### config.mk
export PLATFORM = sky130hd
export DESIGN_NAME = pwm_mc
export DESIGN_NICKNAME = d
export VERILOG_FILES = /design/src/rtl/pwm_mc_pkg.sv /design/src/rtl/pwm_mc_prescale.sv /design/src/rtl/pwm_mc_core.sv /design/src/rtl/pwm_mc_pair.sv /design/src/rtl/pwm_mc.sv
export SDC_FILE = /design/constraint.sdc
export NUM_CORES = 1
export LEC_CHECK = 0
export ABC_AREA = 1
export BUFFER_PORTS_ARGS = -buffer_cell sky130_fd_sc_hd__buf_4
export CORE_UTILIZATION = 29
export CTS_BUF_LIST = sky130_fd_sc_hd__clkbuf_16
export DETAILED_ROUTE_END_ITERATION = 10
export PLACE_DENSITY_LB_ADDON = 0.3
export SYNTH_ARGS = -nofsm -noshare
export SYNTH_HDL_FRONTEND = slang
export SYNTH_SLANG_ARGS = --single-unit
### constraint.sdc
create_clock -name clk -period 2.8 [get_ports clk]
set_input_delay 0.14 -clock clk [delete_from_list [all_inputs] [get_ports clk]]
set_output_delay 0.14 -clock clk [all_outputs]
set_load 0.05 [all_outputs]
### src/rtl/pwm_mc_pkg.sv
package pwm_mc_pkg;

    typedef enum logic [1:0] {
        SRC_A  = 2'd0,
        SRC_B  = 2'd1,
        SRC_SA = 2'd2,
        SRC_SB = 2'd3
    } pwm_src_e;

    localparam logic [3:0] ADDR_ENABLE = 4'd0;
    localparam logic [3:0] ADDR_POL    = 4'd1;
    localparam logic [3:0] ADDR_CENTER = 4'd2;
    localparam logic [3:0] ADDR_SRC_LO = 4'd3;
    localparam logic [3:0] ADDR_SRC_HI = 4'd4;
    localparam logic [3:0] ADDR_JOIN   = 4'd5;
    localparam logic [3:0] ADDR_EXP    = 4'd6;
    localparam logic [3:0] ADDR_SCL_A  = 4'd7;
    localparam logic [3:0] ADDR_SCL_B  = 4'd8;

endpackage

### src/rtl/pwm_mc_prescale.sv
module pwm_mc_prescale #(
    parameter int DW = 8,
    parameter int EW = 3,
    parameter int SW = 8
) (
    input  logic          clk,
    input  logic          rst_n,
    input  logic [EW-1:0] exp_a,
    input  logic [EW-1:0] exp_b,
    input  logic [SW-1:0] scale_a,
    input  logic [SW-1:0] scale_b,
    output logic [3:0]    tick_o
);
    typedef struct packed {
        logic [DW-1:0] div;
        logic [SW-1:0] sa;
        logic [SW-1:0] sb;
    } ps_t;

    ps_t s_q, s_d;
    logic [DW-1:0] mask_a, mask_b;
    logic tick_a, tick_b, tick_sa, tick_sb;

    always_comb begin
        mask_a  = ~({DW{1'b1}} << exp_a);
        mask_b  = ~({DW{1'b1}} << exp_b);
        tick_a  = (s_q.div & mask_a) == mask_a;
        tick_b  = (s_q.div & mask_b) == mask_b;
        tick_sa = tick_a && (s_q.sa >= scale_a);
        tick_sb = tick_b && (s_q.sb >= scale_b);
        s_d     = s_q;
        s_d.div = s_q.div + DW'(1);
        if (tick_a) s_d.sa = tick_sa ? '0 : s_q.sa + SW'(1);
        if (tick_b) s_d.sb = tick_sb ? '0 : s_q.sb + SW'(1);
        tick_o = {tick_sb, tick_sa, tick_b, tick_a};
    end

    always_ff @(posedge clk or negedge rst_n) begin
        if (!rst_n) s_q <= '0;
        else        s_q <= s_d;
    end

    // A divided rate never ticks on two consecutive clocks
    p_a_spacing_r6: assert property (@(posedge clk) disable iff (!rst_n)
        tick_a && exp_a != '0 |=> !tick_a || exp_a != $past(exp_a));
    p_b_spacing_r6: assert property (@(posedge clk) disable iff (!rst_n)
        tick_b && exp_b != '0 |=> !tick_b || exp_b != $past(exp_b));

endmodule

### src/rtl/pwm_mc_core.sv
module pwm_mc_core #(
    parameter int W = 8
) (
    input  logic         clk,
    input  logic         rst_n,
    input  logic         en,
    input  logic         tick,
    input  logic         center,
    input  logic [W-1:0] per_in,
    input  logic [W-1:0] duty_in,
    output logic         active_o
);
    typedef struct packed {
        logic [W-1:0] cnt;
        logic         up;
        logic [W-1:0] per;
        logic [W-1:0] duty;
    } core_t;

    core_t s_q, s_d;
    logic  wrap;

    always_comb begin
        s_d  = s_q;
        wrap = 1'b0;
        if (!en) begin
            s_d.cnt  = '0;
            s_d.up   = 1'b1;
            s_d.per  = per_in;
            s_d.duty = duty_in;
        end else if (tick) begin
            if (!center || s_q.up) begin
                if (s_q.per == '0 || s_q.cnt == s_q.per - W'(1)) begin
                    if (center) begin
                        s_d.up = 1'b0;
                    end else begin
                        s_d.cnt = '0;
                        wrap    = 1'b1;
                    end
                end else begin
                    s_d.cnt = s_q.cnt + W'(1);
                end
            end else begin
                if (s_q.cnt == '0) begin
                    s_d.up = 1'b1;
                    wrap   = 1'b1;
                end else begin
                    s_d.cnt = s_q.cnt - W'(1);
                end
            end
            if (wrap) begin
                s_d.per  = per_in;
                s_d.duty = duty_in;
            end
        end
    end

    always_ff @(posedge clk or negedge rst_n) begin
        if (!rst_n) begin
            s_q    <= '0;
            s_q.up <= 1'b1;
        end else begin
            s_q <= s_d;
        end
    end

    assign active_o = en && (s_q.cnt < s_q.duty);

    p_cnt_in_range_r2: assert property (@(posedge clk) disable iff (!rst_n)
        en && s_q.per != '0 |-> s_q.cnt < s_q.per);
    p_buffer_hold_r7: assert property (@(posedge clk) disable iff (!rst_n)
        en && !tick |=> $stable(s_q.per) && $stable(s_q.duty));
    p_disabled_load_r7: assert property (@(posedge clk) disable iff (!rst_n)
        !en |=> s_q.per == $past(per_in) && s_q.duty == $past(duty_in));
    p_full_duty_r4: assert property (@(posedge clk) disable iff (!rst_n)
        en && s_q.per != '0 && s_q.duty >= s_q.per |-> active_o);

endmodule

### src/rtl/pwm_mc_pair.sv
module pwm_mc_pair #(
    parameter int CW = 8
) (
    input  logic          clk,
    input  logic          rst_n,
    input  logic [3:0]    tick,
    input  logic [1:0]    en,
    input  logic [1:0]    pol,
    input  logic [1:0]    center,
    input  logic [3:0]    src,
    input  logic [CW-1:0] per_lo,
    input  logic [CW-1:0] per_hi,
    input  logic [CW-1:0] duty_lo,
    input  logic [CW-1:0] duty_hi,
    input  logic          join_i,
    output logic [1:0]    pin_o
);
    localparam int WW = 2 * CW;

    logic act_lo, act_hi, act_w, act_1;
    logic tick_lo, tick_hi;

    assign tick_lo = tick[src[1:0]];
    assign tick_hi = tick[src[3:2]];

    pwm_mc_core #(.W(CW)) u_lo (
        .clk(clk), .rst_n(rst_n), .en(en[0] && !join_i), .tick(tick_lo),
        .center(center[0]), .per_in(per_lo), .duty_in(duty_lo), .active_o(act_lo)
    );

    pwm_mc_core #(.W(CW)) u_hi (
        .clk(clk), .rst_n(rst_n), .en(en[1] && !join_i), .tick(tick_hi),
        .center(center[1]), .per_in(per_hi), .duty_in(duty_hi), .active_o(act_hi)
    );

    pwm_mc_core #(.W(WW)) u_wide (
        .clk(clk), .rst_n(rst_n), .en(en[1] && join_i), .tick(tick_hi),
        .center(center[1]), .per_in({per_hi, per_lo}), .duty_in({duty_hi, duty_lo}),
        .active_o(act_w)
    );

    always_comb begin
        act_1    = join_i ? act_w : act_hi;
        pin_o[1] = pol[1] ? act_1 : !act_1;
        pin_o[0] = join_i ? 1'b0 : (pol[0] ? act_lo : !act_lo);
    end

    p_split_wide_idle_r8: assert property (@(posedge clk) disable iff (!rst_n)
        !join_i |-> !act_w);
    p_joined_narrow_idle_r8: assert property (@(posedge clk) disable iff (!rst_n)
        join_i |-> !act_lo && !act_hi);

endmodule

### src/rtl/pwm_mc.sv
module pwm_mc #(
    parameter int NCH = 8,
    parameter int CW  = 8,
    parameter int AW  = 5
) (
    input  logic          clk,
    input  logic          rst_n,
    input  logic          wr_en,
    input  logic [AW-1:0] wr_addr,
    input  logic [7:0]    wr_data,
    input  logic          sd_i,
    output logic [NCH-1:0] pwm_o
);
    import pwm_mc_pkg::*;

    localparam int NPAIR = NCH / 2;
    localparam int EW    = 3;

    typedef struct packed {
        logic [NCH-1:0]          en;
        logic [NCH-1:0]          pol;
        logic [NCH-1:0]          center;
        logic [2*NCH-1:0]        src;
        logic [NPAIR-1:0]        join_b;
        logic [EW-1:0]           exp_a;
        logic [EW-1:0]           exp_b;
        logic [7:0]              scale_a;
        logic [7:0]              scale_b;
        logic [NCH-1:0][CW-1:0]  per;
        logic [NCH-1:0][CW-1:0]  duty;
    } regs_t;

    regs_t r_q, r_d;
    logic [3:0]     ticks;
    logic [NCH-1:0] pin_w;

    always_comb begin
        r_d = r_q;
        if (wr_en) begin
            if (wr_addr[4]) begin
                if (wr_addr[3]) r_d.duty[wr_addr[2:0]] = wr_data;
                else            r_d.per[wr_addr[2:0]]  = wr_data;
            end else begin
                case (wr_addr[3:0])
                    ADDR_ENABLE: r_d.en      = wr_data;
                    ADDR_POL:    r_d.pol     = wr_data;
                    ADDR_CENTER: r_d.center  = wr_data;
                    ADDR_SRC_LO: r_d.src[7:0]  = wr_data;
                    ADDR_SRC_HI: r_d.src[15:8] = wr_data;
                    ADDR_JOIN:   r_d.join_b  = wr_data[NPAIR-1:0];
                    ADDR_EXP: begin
                        r_d.exp_a = wr_data[2:0];
                        r_d.exp_b = wr_data[6:4];
                    end
                    ADDR_SCL_A:  r_d.scale_a = wr_data;
                    ADDR_SCL_B:  r_d.scale_b = wr_data;
                    default: ;
                endcase
            end
        end
    end

    always_ff @(posedge clk or negedge rst_n) begin
        if (!rst_n) begin
            r_q     <= '0;
            r_q.pol <= '1;
        end else begin
            r_q <= r_d;
        end
    end

    pwm_mc_prescale #(.DW(8), .EW(EW), .SW(8)) u_pre (
        .clk(clk), .rst_n(rst_n), .exp_a(r_q.exp_a), .exp_b(r_q.exp_b),
        .scale_a(r_q.scale_a), .scale_b(r_q.scale_b), .tick_o(ticks)
    );

    for (genvar k = 0; k < NPAIR; k++) begin : g_pair
        pwm_mc_pair #(.CW(CW)) u_pair (
            .clk(clk), .rst_n(rst_n), .tick(ticks),
            .en(r_q.en[2*k +: 2]), .pol(r_q.pol[2*k +: 2]),
            .center(r_q.center[2*k +: 2]), .src(r_q.src[4*k +: 4]),
            .per_lo(r_q.per[2*k]), .per_hi(r_q.per[2*k+1]),
            .duty_lo(r_q.duty[2*k]), .duty_hi(r_q.duty[2*k+1]),
            .join_i(r_q.join_b[k]), .pin_o(pin_w[2*k +: 2])
        );
    end

    assign pwm_o = sd_i ? '0 : pin_w;

    for (genvar n = 0; n < NCH; n++) begin : g_chk
        p_disabled_rest_r5: assert property (@(posedge clk) disable iff (!rst_n)
            !sd_i && !r_q.en[n] && !r_q.join_b[n/2] |-> pwm_o[n] == !r_q.pol[n]);
    end

    p_shutdown_low_r9: assert property (@(posedge clk) disable iff (!rst_n)
        sd_i |-> pwm_o == '0);

endmodule

==> impl_results.md, run 1 <==
* Hold Fails Final Rpt at 0
* DP HPWL at 83440 um
* CTS Buffer Depth at 3
* Die Ht at 371.9 um
* RSZ-0062 raised after global routing: yes
* Layout Nets at 5906
* Pin count of the biggest net entering global routing at 89
* Switch share at 0.4015
* Layout cells sized above 1 at 0.09875
* Fmax at 356.6 MHz
* Prevailing post-synth register cell: dfrtp_1
* Multi-input combinational cell area at 0.02166 sq mm
* Syn nets at 5793
* Register share of total power at 0.360
* Aggregate global-route resource usage at 0.1666
* Final ANT Viol Nets at 0
* P&R area growth vs syn at 16.06%
* CTS Root Cell: clkbuf_16
* IO buf count at 24
* NetSw at 14570 uW
* Period utilization at 1.001
* Async SR Flop Fraction at 1.000
* Number of remaining DRC errors at 0
* Failing checks: setup timing
* Cell Area, Synth at 0.03968 sq mm
* VDD IR max at 0.6064 mV
* Worst Setup Start Kind: flip-flop
* Worst-Skew Late Latency at 660 ps
* Cell area after layout at 0.04605 sq mm
* Initial Utilization at 0.2926
* Crit-path max FO at 11
* Register area share after synthesis at 0.3872
* Die X-Extent at 371.9 um
* Slew HR at 0.3320
* Cell Area, Placed at 0.04249 sq mm
* Maximum capacitance violations at 0
* Seq. cell area at 0.01541 sq mm
* Worst-case clock skew at 34.69 ps
* Ys Warns at 0
* Final setup viols at 1
* Cells after Synth at 5589
* Initial antenna violation count at 2
* Synth unique cells at 53
* Cell Rows at 135
* Slew @ Worst Pin at 998.4 ps
* Setup CP Type: flip-flop to primary output
* Synthesized flop and latch total at 613
* Drt pass-1 iters at 6
* CTS tree: yes
* Final wirelength at 115100 um
* P_int at 21710 uW
* Slack of the critical path at -4.031 ps
* Fill cells at 14506
* Logic pwr share at 0.366
* Worst path arrival time at 2660 ps
* CTS H-tree lvls at 3
* Class of the worst hold path: input pin to asynchronous set/reset pin
* Setup_tns at -4.031 ps
* Vias in the first global route at 34348
* Num CTS Buffers at 75
* Congestion Overflow GR at 0
* Global-route wire length before repair at 186900 um
* Power density cells at 787.7 mW/mm^2
* Status: finished, violations left
* N_diodes at 0
* Crit. End Element: primary output
* Clock power frac at 0.274
* WP data required at 2660 ps
* Routed vias at 36101
* Core area at 0.1356 sq mm
* Worst-path clk slew at 60 ps
* Die ar. at 0.1383 sq mm
* Placer Congestion at 0.9100
* Avg Inst Size Synth at 7.100 sq um
* Final Critical Period at 2804 ps
* Clock sinks at 613
* Per-cell routed wire length at 15.25 um
* Fin. max-slew vios at 0
* Post-synth EDFFs at 0
* Leakage power at 0.02298 uW
* I/O pin cnt at 25
* DR iter-0 viols at 2716
* Via density at 4.786
power groups by stage:
| stage | sequential (uW) | clock (uW) | combinational (uW) |
|---|---|---|---|
| after floorplan | 12400 | 0 | 9720 |
| after global placement | 13200 | 0 | 12400 |
| after detailed placement | 13200 | 0 | 12700 |
| after CTS | 13100 | 10200 | 12900 |
| after global routing | 13400 | 10500 | 15300 |
| final | 13100 | 9950 | 13300 |
cell usage in the layout (no fill, tap or decap), drive strengths merged, types with 11 or more instances in the layout:
| master | instances |
|---|---|
| a21oi | 214 |
| buf | 228 |
| clkbuf | 76 |
| clkinv | 27 |
| clkinvlp | 11 |
| dfrtp | 593 |
| dfstp | 20 |
| ha | 187 |
| inv | 602 |
| nand2 | 1788 |
| nand3 | 533 |
| nand3b | 41 |
| nand4 | 74 |
| nor2 | 498 |
| nor3 | 78 |
| nor4 | 16 |
| o21a | 13 |
| o21ai | 420 |
| o22ai | 26 |
| or2 | 12 |
| xnor2 | 57 |
| xor2 | 169 |
area by class of cell:
cell class / count / share of cell area
Tap cell: 1781 / 0.04839
Timing Repair Buffer: 237 / 0.04480
Clock inverter: 61 / 0.01271
Inverter: 587 / 0.04795
Clock buffer: 76 / 0.04130
Multi-Input combinational cell: 4188 / 0.4703
Sequential cell: 613 / 0.3346
sequential cells by signal (all words and copies together) (netlist names):
| register | count |
|---|---|
| g_pair.u_pair.u_lo.s_q | 100 |
| u_pre.s_q | 23 |
| g_pair.u_pair.u_hi.s_q | 100 |
| r_q | 194 |
| g_pair.u_pair.u_wide.s_q | 196 |
Yosys cell counts (13+ instances only):
cell | n | area [sq um]
inv_1 | 573 | 2151
o21ai_1 | 40 | 200.2
dfrtp_1 | 593 | 14840
o22ai_1 | 26 | 162.7
xor2_1 | 169 | 1480
buf_2 | 76 | 380.4
nor2_2 | 13 | 81.33
nor4_1 | 16 | 100.1
nand4_1 | 74 | 462.9
o21a_1 | 13 | 97.59
nand3_1 | 524 | 2623
buf_4 | 16 | 120.1
a21oi_1 | 212 | 1061
nor2_1 | 481 | 1805
dfstp_2 | 20 | 525.5
clkbuf_1 | 89 | 334.1
ha_1 | 187 | 2340
nand2_2 | 25 | 156.4
nor3_1 | 78 | 390.4
buf_6 | 17 | 191.4
o21ai_0 | 378 | 1892
xnor2_1 | 57 | 499.2
nand2_1 | 1755 | 6588
nand3b_1 | 41 | 307.8
routing by layer:
layer,global-route usage,vias to the layer above,share of wire
met3,0.01676,140,0.034
met5,0,-,0.000096
li1,-,18254,-
met1,0.2366,17033,0.49
met4,0.03972,2,0.021
met2,0.2702,672,0.46
critical path, stage by stage, from the launching register on:
cell	delay, ps
dfrtp_2	500
ha_1	310
nand2_1	80
nor4_2	300
o21ai_2	110
nand3_2	100
nand2_2	90
nand2_2	60
nand2_1	40
nor2_1	110
buf_4	160
buf_8	150
through the flow:
| stage | utilization | power [uW] | hold WS [ps] | std cells | worst slack [ps] |
|---|---|---|---|---|---|
| 5_1_grt | 0.3395 | 39170 | 44.49 | 7543 | -161.9 |
| 3_3_place_gp | 0.3133 | 25620 | 114.6 | 7361 | 70.90 |
| 4_1_cts | 0.3347 | 36140 | 5.049 | 7522 | -112.1 |
| 6_report | 0.3395 | 36280 | 11.07 | 7543 | -4.031 |
| 3_5_place_dp | 0.3133 | 25840 | 112.6 | 7361 | -8.512 |
| 2_1_floorplan | - | 22140 | -155.6 | 5589 | 589.7 |
path summary, 6_finish.rpt:
path,end,slack [ps],cells after the start,startpoint
worst min-delay path,g_pair[0].u_pair.u_wide.s_q[37],10,2,rst_n
worst min register to register,g_pair[0].u_pair.u_hi.s_q[16],460,2,g_pair[0].u_pair.u_hi.s_q[16]
min in group clk,r_q[66],80,5,wr_addr[2]
max in group asynchronous,g_pair[3].u_pair.u_wide.s_q[32],1770,4,rst_n
worst max register to register,g_pair[0].u_pair.u_wide.s_q[22],230,18,g_pair[0].u_pair.u_wide.s_q[16]
worst max-delay path,pwm_o[7],-4,11,g_pair[3].u_pair.u_wide.s_q[45]
logic make-up (layout without fill, tap and decap cells):
family	after synthesis	after routing	share of synthesized area
muxes	1	1	0.0002838
and+or+nand+nor	3059	3060	0.3262
xor gates and xnor gates	227	227	0.05045
buffers and inverters	789	961	0.08182
adders and majority gates	187	187	0.05896
DFF	613	613	0.3872
AOI/OAI and AO/OA	713	713	0.09507
repair_timing:
| item | CTS | global route |
|---|---|---|
| resized for setup | 72 | 114 |
| cloned | 0 | 1 |
| endpoints found under the hold margin | 365 | 0 |
| setup endpoints to repair | 11 | 319 |
| hold buffers | 9 | 0 |
| setup buffers | 15 | 20 |
| pin swaps | 14 | 32 |
Note: power is estimated with default switching activity, not from simulation.
==> inputs of run 2 (changes only) <==
--- a/config.mk
+++ b/config.mk
@@ -7,9 +7,10 @@
 export LEC_CHECK = 0
 export ABC_AREA = 1
 export BUFFER_PORTS_ARGS = -buffer_cell sky130_fd_sc_hd__buf_4
-export CORE_UTILIZATION = 29
+export CORE_UTILIZATION = 40
 export CTS_BUF_LIST = sky130_fd_sc_hd__clkbuf_16
 export DETAILED_ROUTE_END_ITERATION = 10
+export GPL_TIMING_DRIVEN = 0
 export PLACE_DENSITY_LB_ADDON = 0.3
 export SYNTH_ARGS = -nofsm -noshare
 export SYNTH_HDL_FRONTEND = slang
==> impl_results.md, run 2 (synthesized netlist as in run 1, its figures left out) <==
* Initial Utilization at 0.4038 (+0.1112)
* Pin count of the biggest net entering global routing at 125 (+40%)
* Leakage power at 0.02277 uW (-0.90%)
* Clock sinks at 613 (unchanged)
* I/O pin cnt at 25 (unchanged)
* Congestion Overflow GR at 0 (unchanged)
* CP bufs+invs at 1 (-1)
* Crit. End Element: primary output
* Cell Area, Placed at 0.04164 sq mm (-2.0%)
* Period utilization at 0.9808 (-0.02065)
* Final wirelength at 114500 um (-0.45%)
* Fmax at 364.1 MHz (+2.1%)
* Number of remaining DRC errors at 0 (unchanged)
* Layout cells sized above 1 at 0.08559 (-0.01316)
* Commonest cells after routing, fill and taps aside: 1730 x nand2_1, 574 x dfrtp_1, 572 x inv_1
* DP HPWL at 84280 um (+1.0%)
* CTS H-tree lvls at 3 (unchanged)
* Crit-path max FO at 4 (-7)
* CTS Root Cell: clkbuf_16
* Fin. max-slew vios at 0 (unchanged)
* Core area at 0.09828 sq mm (-28%)
* Class of the worst hold path: input pin to flip-flop
* Top Usage Layer GRT: met2
* DP Cell Count at 6905 (-6.2%)
* GRT met3 Usage at 0.03313 (+0.01637)
* Final setup viols at 0 (-1)
* VDD IR max at 0.5399 mV (-11%)
* Slew @ Worst Pin at 1105 ps (+107.1 ps)
* Setup CP Type: flip-flop to primary output
* Num CTS Buffers at 72 (-4.0%)
* WP data required at 2660 ps (about the same)
* Initial antenna violation count at 4 (+2)
* Die Ht at 317.0 um (-15%)
* P&R area growth vs syn at 12.85%
* Cell area after layout at 0.04478 sq mm (-2.8%)
* Post-Layout Cell Count at 7083 (-6.1%)
* Most common cell after layout, fill and taps aside: nand2_1
* Status: completed
* Global-route wire length before repair at 184000 um (-1.5%)
* Hold Fails Final Rpt at 0 (unchanged)
* Final Critical Period at 2746 ps (-57.82 ps)
* Family with the most delay on the worst path: compound AO/OA/AOI/OAI gates
* Routed vias at 36769 (+1.9%)
* Met1 Use GR at 0.3191 (+0.08247)
* Placer Congestion at 0.9286 (+2.0%)
* GRT met2 Usage at 0.3680 (+0.09783)
* DR iter-0 viols at 3172 (+17%)
* Via density at 5.191 (+8.5%)
* Slowest cell on crit path: dfrtp_2
* Aggregate global-route resource usage at 0.2283 (+0.06173)
* Worst-Skew Late Latency at 630 ps (-30 ps)
* Largest Register: g_pair.u_pair.u_wide.s_q
* Max incr delay on CP at 440 ps (-60 ps)
* CTS tree: yes
* Worst-case clock skew at 32.83 ps (-1.868 ps)
* RSZ-0062 raised after global routing: yes
* Drt pass-1 iters at 6 (unchanged)
* Worst-path clk slew at 60 ps (about the same)
* IO buf count at 23 (-4.2%)
* Die X-Extent at 317.0 um (-15%)
* Vias in the first global route at 34643 (+0.86%)
* Final ANT Viol Nets at 0 (unchanged)
* Slew HR at 0.2574 (-0.07459)
* Power density cells at 793.4 mW/mm^2 (+0.73%)
* Max FFs per register at 196 (unchanged)
* Per-cell routed wire length at 16.17 um (+6.0%)
* Maximum capacitance violations at 0 (unchanged)
* Sequence of cells on the critical path: ha_4 > a21oi_2 > o21ai_1 > nand3_1 > a21oi_1 > nand3b_1 > o211ai_1 > a21oi_4 > buf_6
* CTS Buffer Depth at 3 (unchanged)
* Top Registers: g_pair.u_pair.u_wide.s_q (196), r_q (194)
* Layout Nets at 5941 (+0.59%)
* Worst path arrival time at 2610 ps (-50 ps)
* Worst Setup Start Kind: flip-flop
* Die ar. at 0.1005 sq mm (-27%)
* Cell Rows at 115 (-15%)
-- run 2: what timing repair did --
action / CTS / global route
hold buffers: 11 / 0
cloned: 0 / 2
resized for setup: 51 / 109
pin swaps: 3 / 28
setup buffers: 13 / 19
endpoints found under the hold margin: 142 / 0
endpoints found under the setup margin: 122 / 462
-- run 2: worst min-delay path, stage by stage --
cell and delay [ps]:
buf_4 110, nor3_1 90, nand2_1 190, nand2_1 60, o21ai_0 60
-- run 2: area by class of cell --
type | instances | area (sq um)
antenna | 1 | 2.502
inverter | 587 | 2216
buffer | 202 | 1070
tap | 1287 | 1610
timing repair buffer | 74 | 798.3
clock inverter | 58 | 446.7
sequential | 613 | 15390
fill | 9933 | 53500
clock buffer | 74 | 1852
multi-input combinational | 4187 | 21400
-- run 2: power by group --
group / internal [uW] / switching, uW
Sequential: 11000 / 2100
Clock: 5360 / 3960
Combinational: 4790 / 8290
-- run 2: worst paths after layout --
kind                                               startpoint                              end  slack, ps  cells after the start
worst max-delay path            g_pair[1].u_pair.u_lo.s_q[18]                         pwm_o[2]         50                      9
worst min-delay path                               wr_addr[1]                          r_q[76]         70                      5
worst max register to register                       r_q[177]  g_pair[3].u_pair.u_wide.s_q[46]        160                      8
worst min register to register  g_pair[0].u_pair.u_hi.s_q[16]    g_pair[0].u_pair.u_hi.s_q[16]        460                      2
max in group asynchronous                               rst_n    g_pair[2].u_pair.u_lo.s_q[12]        530                      8
min in group asynchronous                               rst_n  g_pair[1].u_pair.u_wide.s_q[47]         90                      3
-- run 2: per-stage QoR --
stage               TNS [ps]  worst slack (ps)  hold WS (ps)  total power, uW  utilization
finish                     0             53.79         66.79            35530       0.4557
global route          -174.4            -107.2         97.48            38230       0.4556
CTS                   -5.238            -5.238         32.02            35310       0.4507
detailed placement     -6550            -118.6         112.6            25740       0.4237
global placement    -3244950             -5476         383.3            25380       0.4219
floorplan                  0             589.7        -155.6            22140            -
-- run 2: per-layer routing --
| layer | wire [um] | vias up |
|---|---|---|
| met3 | 6383 | 174 |
| met1 | 52740 | 17377 |
| li1 | - | 18320 |
| met2 | 52800 | 892 |
| met4 | 2576 | 6 |
| met5 | 34 | - |
